File: config.mk
export PLATFORM = sky130hd
export DESIGN_NAME = nib_cpu
export DESIGN_NICKNAME = d
export VERILOG_FILES = /design/src/rtl/nib_pkg.sv /design/src/rtl/nib_mem.sv /design/src/rtl/nib_regfile.sv /design/src/rtl/nib_exec.sv /design/src/rtl/nib_cpu.sv
export SDC_FILE = /design/constraint.sdc
export NUM_CORES = 2
export LEC_CHECK = 0
export ABC_AREA = 1
export BUFFER_PORTS_ARGS = -buffer_cell sky130_fd_sc_hd__buf_4
export CELL_PAD_IN_SITES_DETAIL_PLACEMENT = 1
export CELL_PAD_IN_SITES_GLOBAL_PLACEMENT = 1
export CORE_ASPECT_RATIO = 1.2
export CORE_MARGIN = 4
export CORE_UTILIZATION = 35
export DETAILED_ROUTE_END_ITERATION = 7
export PLACE_DENSITY = 0.66
export SLEW_MARGIN = 10
export SYNTH_ARGS = -nofsm -noshare
export SYNTH_HDL_FRONTEND = slang
export SYNTH_SLANG_ARGS = --single-unit
File: constraint.sdc
create_clock -name clk_i -period 28.5 [get_ports clk_i]
set_input_delay 8.55 -clock clk_i [delete_from_list [all_inputs] [get_ports clk_i]]
set_output_delay 8.55 -clock clk_i [all_outputs]
set_load 0.02 [all_outputs]
File: src/rtl/nib_pkg.sv
package nib_pkg;
  typedef enum logic [2:0] {
    ST_IDLE, ST_FHI, ST_FLO, ST_DEC, ST_EXE, ST_HALT
  } state_e;

  localparam logic [3:0] OP_LDM = 4'h1;
  localparam logic [3:0] OP_LDI = 4'h2;
  localparam logic [3:0] OP_STM = 4'h3;
  localparam logic [3:0] OP_ADD = 4'h5;
  localparam logic [3:0] OP_HLT = 4'hC;

  function automatic logic op_legal(logic [3:0] op);
    return (op == OP_LDM) || (op == OP_LDI) || (op == OP_STM) ||
           (op == OP_ADD) || (op == OP_HLT);
  endfunction
endpackage

File: src/rtl/nib_mem.sv
module nib_mem #(
  parameter int AW = 8,
  parameter int DW = 8,
  localparam int DEPTH = 1 << AW
) (
  input  logic          clk_i,
  input  logic [AW-1:0] core_addr_i,
  output logic [DW-1:0] core_rdata_o,
  input  logic          core_we_i,
  input  logic [DW-1:0] core_wdata_i,
  input  logic [AW-1:0] dbg_addr_i,
  output logic [DW-1:0] dbg_rdata_o,
  input  logic          dbg_we_i,
  input  logic [DW-1:0] dbg_wdata_i
);
  logic [DW-1:0] mem_q [DEPTH];

  // core store has priority over a colliding debug write
  always_ff @(posedge clk_i) begin
    if (core_we_i)     mem_q[core_addr_i] <= core_wdata_i;
    else if (dbg_we_i) mem_q[dbg_addr_i]  <= dbg_wdata_i;
  end

  assign core_rdata_o = mem_q[core_addr_i];
  assign dbg_rdata_o  = mem_q[dbg_addr_i];
endmodule

File: src/rtl/nib_regfile.sv
module nib_regfile #(
  parameter int NREG = 16,
  parameter int DW   = 8,
  localparam int IW  = $clog2(NREG)
) (
  input  logic          clk_i,
  input  logic          rst_ni,
  input  logic          we_i,
  input  logic [IW-1:0] waddr_i,
  input  logic [DW-1:0] wdata_i,
  input  logic [IW-1:0] ra_addr_i,
  output logic [DW-1:0] ra_o,
  input  logic [IW-1:0] rb_addr_i,
  output logic [DW-1:0] rb_o,
  input  logic [IW-1:0] rc_addr_i,
  output logic [DW-1:0] rc_o,
  input  logic [IW-1:0] dbg_addr_i,
  output logic [DW-1:0] dbg_o
);
  logic [DW-1:0] regs_q [NREG];

  always_ff @(posedge clk_i or negedge rst_ni) begin
    if (!rst_ni) begin
      for (int i = 0; i < NREG; i++) regs_q[i] <= '0;
    end else if (we_i) begin
      regs_q[waddr_i] <= wdata_i;
    end
  end

  // reads return pre-write values (no bypass)
  assign ra_o  = regs_q[ra_addr_i];
  assign rb_o  = regs_q[rb_addr_i];
  assign rc_o  = regs_q[rc_addr_i];
  assign dbg_o = regs_q[dbg_addr_i];

  p_write_lands_r5: assert property (@(posedge clk_i) disable iff (!rst_ni)
    we_i |=> regs_q[$past(waddr_i)] == $past(wdata_i));
endmodule

File: src/rtl/nib_exec.sv
module nib_exec
  import nib_pkg::*;
#(
  parameter int DW = 8
) (
  input  logic [3:0]    op_i,
  input  logic [DW-1:0] xy_i,
  input  logic [DW-1:0] mem_rdata_i,
  input  logic [DW-1:0] rs_i,
  input  logic [DW-1:0] rt_i,
  output logic          reg_we_o,
  output logic [DW-1:0] reg_wdata_o,
  output logic          mem_we_o
);
  always_comb begin
    reg_we_o    = 1'b0;
    reg_wdata_o = '0;
    mem_we_o    = 1'b0;
    unique case (op_i)
      OP_LDM: begin reg_we_o = 1'b1; reg_wdata_o = mem_rdata_i; end
      OP_LDI: begin reg_we_o = 1'b1; reg_wdata_o = xy_i; end
      OP_STM: mem_we_o = 1'b1;
      OP_ADD: begin reg_we_o = 1'b1; reg_wdata_o = rs_i + rt_i; end
      default: ;
    endcase
  end
endmodule

File: src/rtl/nib_cpu.sv
module nib_cpu
  import nib_pkg::*;
#(
  parameter int AW   = 8,
  parameter int DW   = 8,
  parameter int NREG = 16,
  localparam int IW  = $clog2(NREG)
) (
  input  logic          clk_i,
  input  logic          rst_ni,
  input  logic          start_i,
  output logic          halted_o,
  output logic          illegal_o,
  input  logic [IW-1:0] dbg_reg_sel_i,
  output logic [DW-1:0] dbg_reg_o,
  input  logic [AW-1:0] dbg_addr_i,
  output logic [DW-1:0] dbg_mem_o,
  input  logic          dbg_we_i,
  input  logic [DW-1:0] dbg_wdata_i
);
  state_e        state_q, state_d;
  logic [AW-1:0] pc_q;
  logic [15:0]   ir_q;
  logic          illegal_q;

  logic [3:0]    op;
  logic [IW-1:0] fld_r, fld_s, fld_t;
  logic [DW-1:0] fld_xy;
  assign op     = ir_q[15:12];
  assign fld_r  = ir_q[8 +: IW];
  assign fld_xy = ir_q[7:0];
  assign fld_s  = ir_q[4 +: IW];
  assign fld_t  = ir_q[0 +: IW];

  logic [AW-1:0] mem_addr;
  logic [DW-1:0] mem_rdata, rs, rt, rr, ex_wdata;
  logic          ex_reg_we, ex_mem_we, reg_we, mem_we;

  always_comb begin
    unique case (state_q)
      ST_FHI:  mem_addr = pc_q;
      ST_FLO:  mem_addr = pc_q + AW'(1);
      default: mem_addr = fld_xy;
    endcase
  end

  always_comb begin
    state_d = state_q;
    unique case (state_q)
      ST_IDLE: if (start_i) state_d = ST_FHI;
      ST_FHI:  state_d = ST_FLO;
      ST_FLO:  state_d = ST_DEC;
      ST_DEC:  state_d = (!op_legal(op) || op == OP_HLT) ? ST_HALT : ST_EXE;
      ST_EXE:  state_d = ST_FHI;
      default: state_d = ST_HALT;
    endcase
  end

  always_ff @(posedge clk_i or negedge rst_ni) begin
    if (!rst_ni) begin
      state_q   <= ST_IDLE;
      pc_q      <= '0;
      ir_q      <= '0;
      illegal_q <= 1'b0;
    end else begin
      state_q <= state_d;
      if (state_q == ST_FHI) ir_q[15:8] <= mem_rdata;
      if (state_q == ST_FLO) begin
        ir_q[7:0] <= mem_rdata;
        pc_q      <= pc_q + AW'(2);
      end
      if (state_q == ST_DEC && !op_legal(op)) illegal_q <= 1'b1;
    end
  end

  assign reg_we = (state_q == ST_EXE) && ex_reg_we;
  assign mem_we = (state_q == ST_EXE) && ex_mem_we;

  nib_mem #(.AW(AW), .DW(DW)) u_mem (
    .clk_i        (clk_i),
    .core_addr_i  (mem_addr),
    .core_rdata_o (mem_rdata),
    .core_we_i    (mem_we),
    .core_wdata_i (rr),
    .dbg_addr_i   (dbg_addr_i),
    .dbg_rdata_o  (dbg_mem_o),
    .dbg_we_i     (dbg_we_i),
    .dbg_wdata_i  (dbg_wdata_i)
  );

  nib_regfile #(.NREG(NREG), .DW(DW)) u_rf (
    .clk_i      (clk_i),
    .rst_ni     (rst_ni),
    .we_i       (reg_we),
    .waddr_i    (fld_r),
    .wdata_i    (ex_wdata),
    .ra_addr_i  (fld_s),
    .ra_o       (rs),
    .rb_addr_i  (fld_t),
    .rb_o       (rt),
    .rc_addr_i  (fld_r),
    .rc_o       (rr),
    .dbg_addr_i (dbg_reg_sel_i),
    .dbg_o      (dbg_reg_o)
  );

  nib_exec #(.DW(DW)) u_exec (
    .op_i        (op),
    .xy_i        (fld_xy),
    .mem_rdata_i (mem_rdata),
    .rs_i        (rs),
    .rt_i        (rt),
    .reg_we_o    (ex_reg_we),
    .reg_wdata_o (ex_wdata),
    .mem_we_o    (ex_mem_we)
  );

  assign halted_o  = (state_q == ST_HALT);
  assign illegal_o = illegal_q;

  p_idle_hold_r2: assert property (@(posedge clk_i) disable iff (!rst_ni)
    (state_q == ST_IDLE && !start_i) |=> state_q == ST_IDLE);
  p_pc_step_r3: assert property (@(posedge clk_i) disable iff (!rst_ni)
    (state_q == ST_FLO) |=> pc_q == AW'($past(pc_q) + AW'(2)));
  p_fetch_pair_r3: assert property (@(posedge clk_i) disable iff (!rst_ni)
    (state_q == ST_FHI) |=> state_q == ST_FLO);
  p_illegal_halts_r10: assert property (@(posedge clk_i) disable iff (!rst_ni)
    illegal_o |-> halted_o);
  p_halt_sticky_r12: assert property (@(posedge clk_i) disable iff (!rst_ni)
    halted_o |=> halted_o && $stable(pc_q) && $stable(ir_q));
endmodule

* Word level (Yosys, flattened, before mapping) *
Memory sizes are Yosys's and may differ from the RTL's.
Cells that the tools add are included.
Widths: inputs -> output; s select.

storage, ports and cells
  bits in registers = 156
  memory bits (writable) = 2048
  input port bits = 24
  word-level logic and storage cells = 88
  memories = 1

operators by class
  add/subtract/negate cells = 3
  $lt $le $gt $ge = 5
  eq/ne operators = 11
  multiplexer cells = 30
  bitwise logic cells = 4
  reductions and logical operators = 13

memory list
  memory       words  bits a word  read ports  clocked after memory_dff  write ports  RTL line       text
  u_mem.mem_q  256    8            2           0                         1            nib_mem.sv:16  logic [DW-1:0] mem_q [DEPTH];

operators with widths
  kind                 count
  $bmux 8 s4           4
  $bwmux 128           1
  $mux 8               11
  $demux 8 s4          1
  $pmux 8 s3           1
  $ge 5x5->1 const B   4
  $not 4->5            4
  $pmux 8 s2           1
  $pmux 3 s5           1
  $mux 1               9
  $add 8x1->8 const B  1
  $add 8x2->8 const B  1
  $add 8x8->8          1
  $eq 4x2->1 const B   2
  $reduce_or 8->1      1
  $eq 3x2->1 const B   2
  $eq 3x3->1 const B   2
  $logic_or 1x1->1     5
  $lt 5x1->1 const B   1
  $eq 4x1->1 const B   1
  $eq 4x3->1 const B   1
  $eq 4x4->1 const B   1
  $logic_and 1x1->1    4
  $eq 3x1->1 const B   1
  other kinds (5)      5

* Logic depth before layout (Yosys ltp) *
  depth in word-level cells = 9
  gate-level depth with buffers = 26
  mapped depth without buffers = 22

* Cells and area by module *
From an unflattened synthesis, not the netlist that was laid out.

unflattened totals
  cell total of the unflattened synthesis = 13533
  area total of the unflattened synthesis = 115484.5 um^2

by module, submodules not included
  module       instances  cells an instance  area an instance (um^2)
  nib_mem      1          11588              103724.5
  nib_regfile  1          1678               9912.0
  nib_cpu      1          156                1301.2
  nib_exec     1          111                546.8

* Least setup slack after synthesis *
No wires, ideal clock.

  kind = input -> output
  start = in dbg_addr_i[0]
  end = out dbg_mem_o[5]
  arrival = 10.751 ns
  required time = 19.950 ns
  path slack = 9.199 ns
  cell stages on the path = 13
  path buffers = 4
  cells stage by stage = buf_2 -> clkinv_1 -> clkbuf_1 -> clkbuf_1 -> clkbuf_1 -> nor2_1 -> o22ai_1 -> nor2_1 -> o22ai_1 -> nor2_1 -> o22ai_1 -> nor2_1 -> o21ai_0

on the way
  word-level cells in the longest chain between the ends = 1

RTL lines
  element        RTL line       text
  from (decl)    nib_cpu.sv:16  input logic [AW-1:0] dbg_addr_i,
  $mem_v2 256x8  -
  to (decl)      nib_cpu.sv:17  output logic [DW-1:0] dbg_mem_o,

No other way between the ends.

* Worst setup path after layout *
  start = in dbg_addr_i[0]
  end = out dbg_mem_o[0]

The elaborated chain is that of the path after synthesis.

==> results.txt <==
The flow ran to the end, and the final reports show no timing, DRC or antenna violations. The maximum buffer depth of the clock tree is 4. By startpoint and endpoint, the worst setup path is classified as in -> out.

The maximum number of pins on one net before global-route repair came out at 197. The floorplan step set the die width to 526 um. After detailed routing, the number of vias per cell comes to 6.36. The synthesis-to-finish area growth came out at 9.72%. The total negative slack for setup checks is 0 ns. The combinational group share of total power is 47.9%. Counting flops with a built-in enable in the synthesized netlist gives 2048. The synthesized area is 0.113 mm2. IR analysis of the VDD net gives a maximum drop of 171 uV. The final count of negative-setup-slack endpoints is 0. The detailed-placement wirelength estimate came out at 297 mm. The number of I/O port buffers came out at 41. Setup slack on the critical path of the routed design comes to 5.10 ns. TritonCTS built the clock tree.

The post-detailed-route wirelength per cell is 31.2 um. The non-filler instance count after layout is 16500. The number of top-level pins came out at 42. The cell count after synthesis came out at 12600. The remaining design rule violation count came out at 0.

In this run, placement finished with an instance count of 16000. The portion of total power attributed to the clock network came out at 23.8%. In the synthesized netlist the async set-or-reset flop fraction comes to 7.04%. The number of pins with negative max-slew slack in the final report is 0. The violation count after the first detailed-route iteration came out at 12500. The static leakage is 0.0425 uW.

The vertical extent of the die is 630 um. The clock transition time at the flip-flop clock pins of the worst setup and hold paths came out at 0.06 ns. The first detailed-routing pass took 8 iterations. The number of buffers inserted during clock tree synthesis came out at 240.

The first global-routing pass estimated 740 mm of wire. The number of warning messages in the yosys log came out at 0. The design internal power came out at 6850 uW. Timing analysis after detailed placement gives a worst setup slack of 5.31 ns.

The critical path required time came out at 19.95 ns. The tightest min-delay check is of the reg -> reg type. The fraction of synthesized cell area taken by the top area cell type is 54.5%. In this run switching power makes up 48.0% of total power. The final hold violation count came out at 0. Along the worst path, the maximum fanout reaches 84.

The die covers 0.331 mm2. For this run the aggregate overflow at the end of global routing stands at 0. The share of power burned in registers is 28.3%. Hold is met by 0.482 ns. The number of cells traversed by the worst hold path is 2.

Yosys attributes the largest share of cell area to edfxtp_1, nand3_1, nand2_1. The antenna violation net count after detailed routing came out at 0. At the worst endpoint, the arrival time is 14.85 ns. The worst path uses 82.1% of the clock period. The placed instances occupy a cell area of 0.116 mm2.

The worst slew margin relative to its limit came out at 1.46%. The highest clock frequency the design can meet is 42.7 MHz. Setup repair after global routing left no endpoint under its margin. Counting distinct cell types in the post-synthesis netlist gives 44. The root buffer cell chosen for the clock tree is clkbuf_16. The final critical delay including setup and external delays came out at 23.40 ns. The final layout contains routed wiring with a total length of 514 mm. The number of nets handed over by synthesis was 12600.

After floorplanning, the core was divided into 228 placement rows. Summed over all instances, the cell type with the most area after synthesis is edfxtp_1. The worst setup path is launched from an input pin. The worst setup skew after layout came out at 0.0882 ns. The deepest level of the CTS H-tree is 4. The routability congestion estimate from global placement came out at 0.905. The initial core utilization came out at 35.1%. Averaged over all synthesized cells, the footprint is 8.96 um2. At the pin with the least slew margin, the transition time is 1.48 ns.

The post-route standard cell area excluding fillers came out at 0.124 mm2. The library cell used most frequently in the layout, excluding fill and tap cells, is nand3_1. The routed via count is 105000. Post-CTS repair changed the size of 0 cells. The initial antenna violation count is 26. The number of buffers inserted by hold repair at cts came out at 0.

Global routing consumed, over all layers together, 29.7% of the routing resources. The number of nets in the layout came out at 12000. The sort of element at the end of the critical path is an output port. After synthesis the netlist holds a flip-flop and latch count of 2203. Across the run, the number of max-cap violations was 0. Counting every sink on the clock net gives 2203. The clock latency reported for the late side of the worst-skew pair came out at 0.97 ns.

Of the synthesized area, sequential elements account for 58.0%. For this run, the leading register cell type out of synthesis is edfxtp_1. In the layout the commonest cells are nand3_1, nand2_1, edfxtp_1. The count of cells along the worst register-to-register path came out at 20. Once the clock tree was built, the setup fixing pass inserted 0 buffers. The total net switching power is 6320 uW.

The fraction of final layout cells sized beyond drive strength 1 is 5.30%. The total power per unit cell area is 106 mW/mm2. The floorplan core area is 0.321 mm2. The via count of the first global-routing pass is 107000.
[registers in the layout, indices dropped and copies added (netlist names)]
register     count
u_mem.mem_q   2048
state_q          3
illegal_o        1
ir_q            16
u_rf.regs_q    128
pc_q             7
[critical path, stage by stage]
cell     delay [ns]
buf_8          0.31
buf_4          0.80
buf_4          0.89
buf_4          0.91
buf_4          0.61
o21ai_0        0.17
o22ai_1        0.22
o21ai_0        0.12
o22ai_1        0.33
nand2_1        0.09
nand3_1        0.08
nand3_1        0.15
and3_1         0.29
a31oi_1        0.85
buf_4          0.29
[power groups by stage]
| stage | clock network (uW) | registers, uW | logic, uW |
|---|---|---|---|
| 2_1_floorplan | 0 | 3810 | 3700 |
| 3_3_place_gp | 0 | 3780 | 5990 |
| 3_5_place_dp | 0 | 3790 | 6120 |
| 4_1_cts | 3160 | 3720 | 6150 |
| 5_1_grt | 3290 | 3730 | 6620 |
| 6_report | 3130 | 3720 | 6310 |
[routing by layer]
metal  vias to the layer above  global-route usage, %  routed length (um)
met5                         -                      0                 149
met4                        22                   18.1               36000
met3                      1565                   5.65               45400
met2                      5667                   48.1              238000
met1                     53700                   36.6              194000
li1                      43800                      -                   -
[final timing paths]
check                           startpoint          endpoint  slack [ns]
setup reg to reg                state_q[2]   u_rf.regs_q[18]       20.78
hold / removal             u_rf.regs_q[33]   u_rf.regs_q[33]        0.48
max in group asynchronous           rst_ni           ir_q[0]       19.40
min in group asynchronous           rst_ni  u_rf.regs_q[114]        7.64
hold reg to reg            u_rf.regs_q[33]   u_rf.regs_q[33]        0.48
setup / recovery             dbg_addr_i[0]      dbg_mem_o[0]        5.10
[cell type report]
cell class | instances | area [um2]
Timing Repair Buffer | 253 | 2320
Tap cell | 4255 | 5320
Clock inverter | 149 | 1330
Multi-Input combinational cell | 9129 | 42400
Fill cell | 36800 | 197000
Antenna cell | 12 | 30.0
Clock buffer | 288 | 6250
Inverter | 175 | 716
Sequential cell | 2203 | 65400
[cell families after synthesis]
family	synth area share, %
adder cells (fa/ha/maj)	0.107
multiplexers	0.00888
AND/OR/NAND/NOR	25.3
AO/OA/AOI/OAI	11.9
flip-flops	58.0
buffers and inverters	4.69
XOR/XNOR	0.0544
[Yosys cell counts, types with 7 or more instances]
library cell and count:
a21oi_1 205, a22oi_1 13, buf_1 29, buf_2 386, buf_4 15, clkbuf_1 642
clkinv_1 11, dfrtp_1 155, edfxtp_1 2048, ha_1 8, inv_1 156, inv_2 7
nand2_1 2286, nand2_2 11, nand3_1 2733, nor2_1 1575, nor3_1 25, o2111ai_1 7
o211ai_1 18, o21ai_0 1526, o21ai_2 8, o221ai_1 19, o22ai_1 655, xor2_1 7
[metrics by stage]
| stage | utilization [%] | total power (uW) |
|---|---|---|
| CTS | 38.5 | 13000 |
| floorplan | - | 7510 |
| global placement | 36.1 | 9780 |
| global route | 38.5 | 13600 |
| detailed placement | 36.1 | 9910 |
| finish | 38.5 | 13200 |
Power figures use the tool's default switching activity.
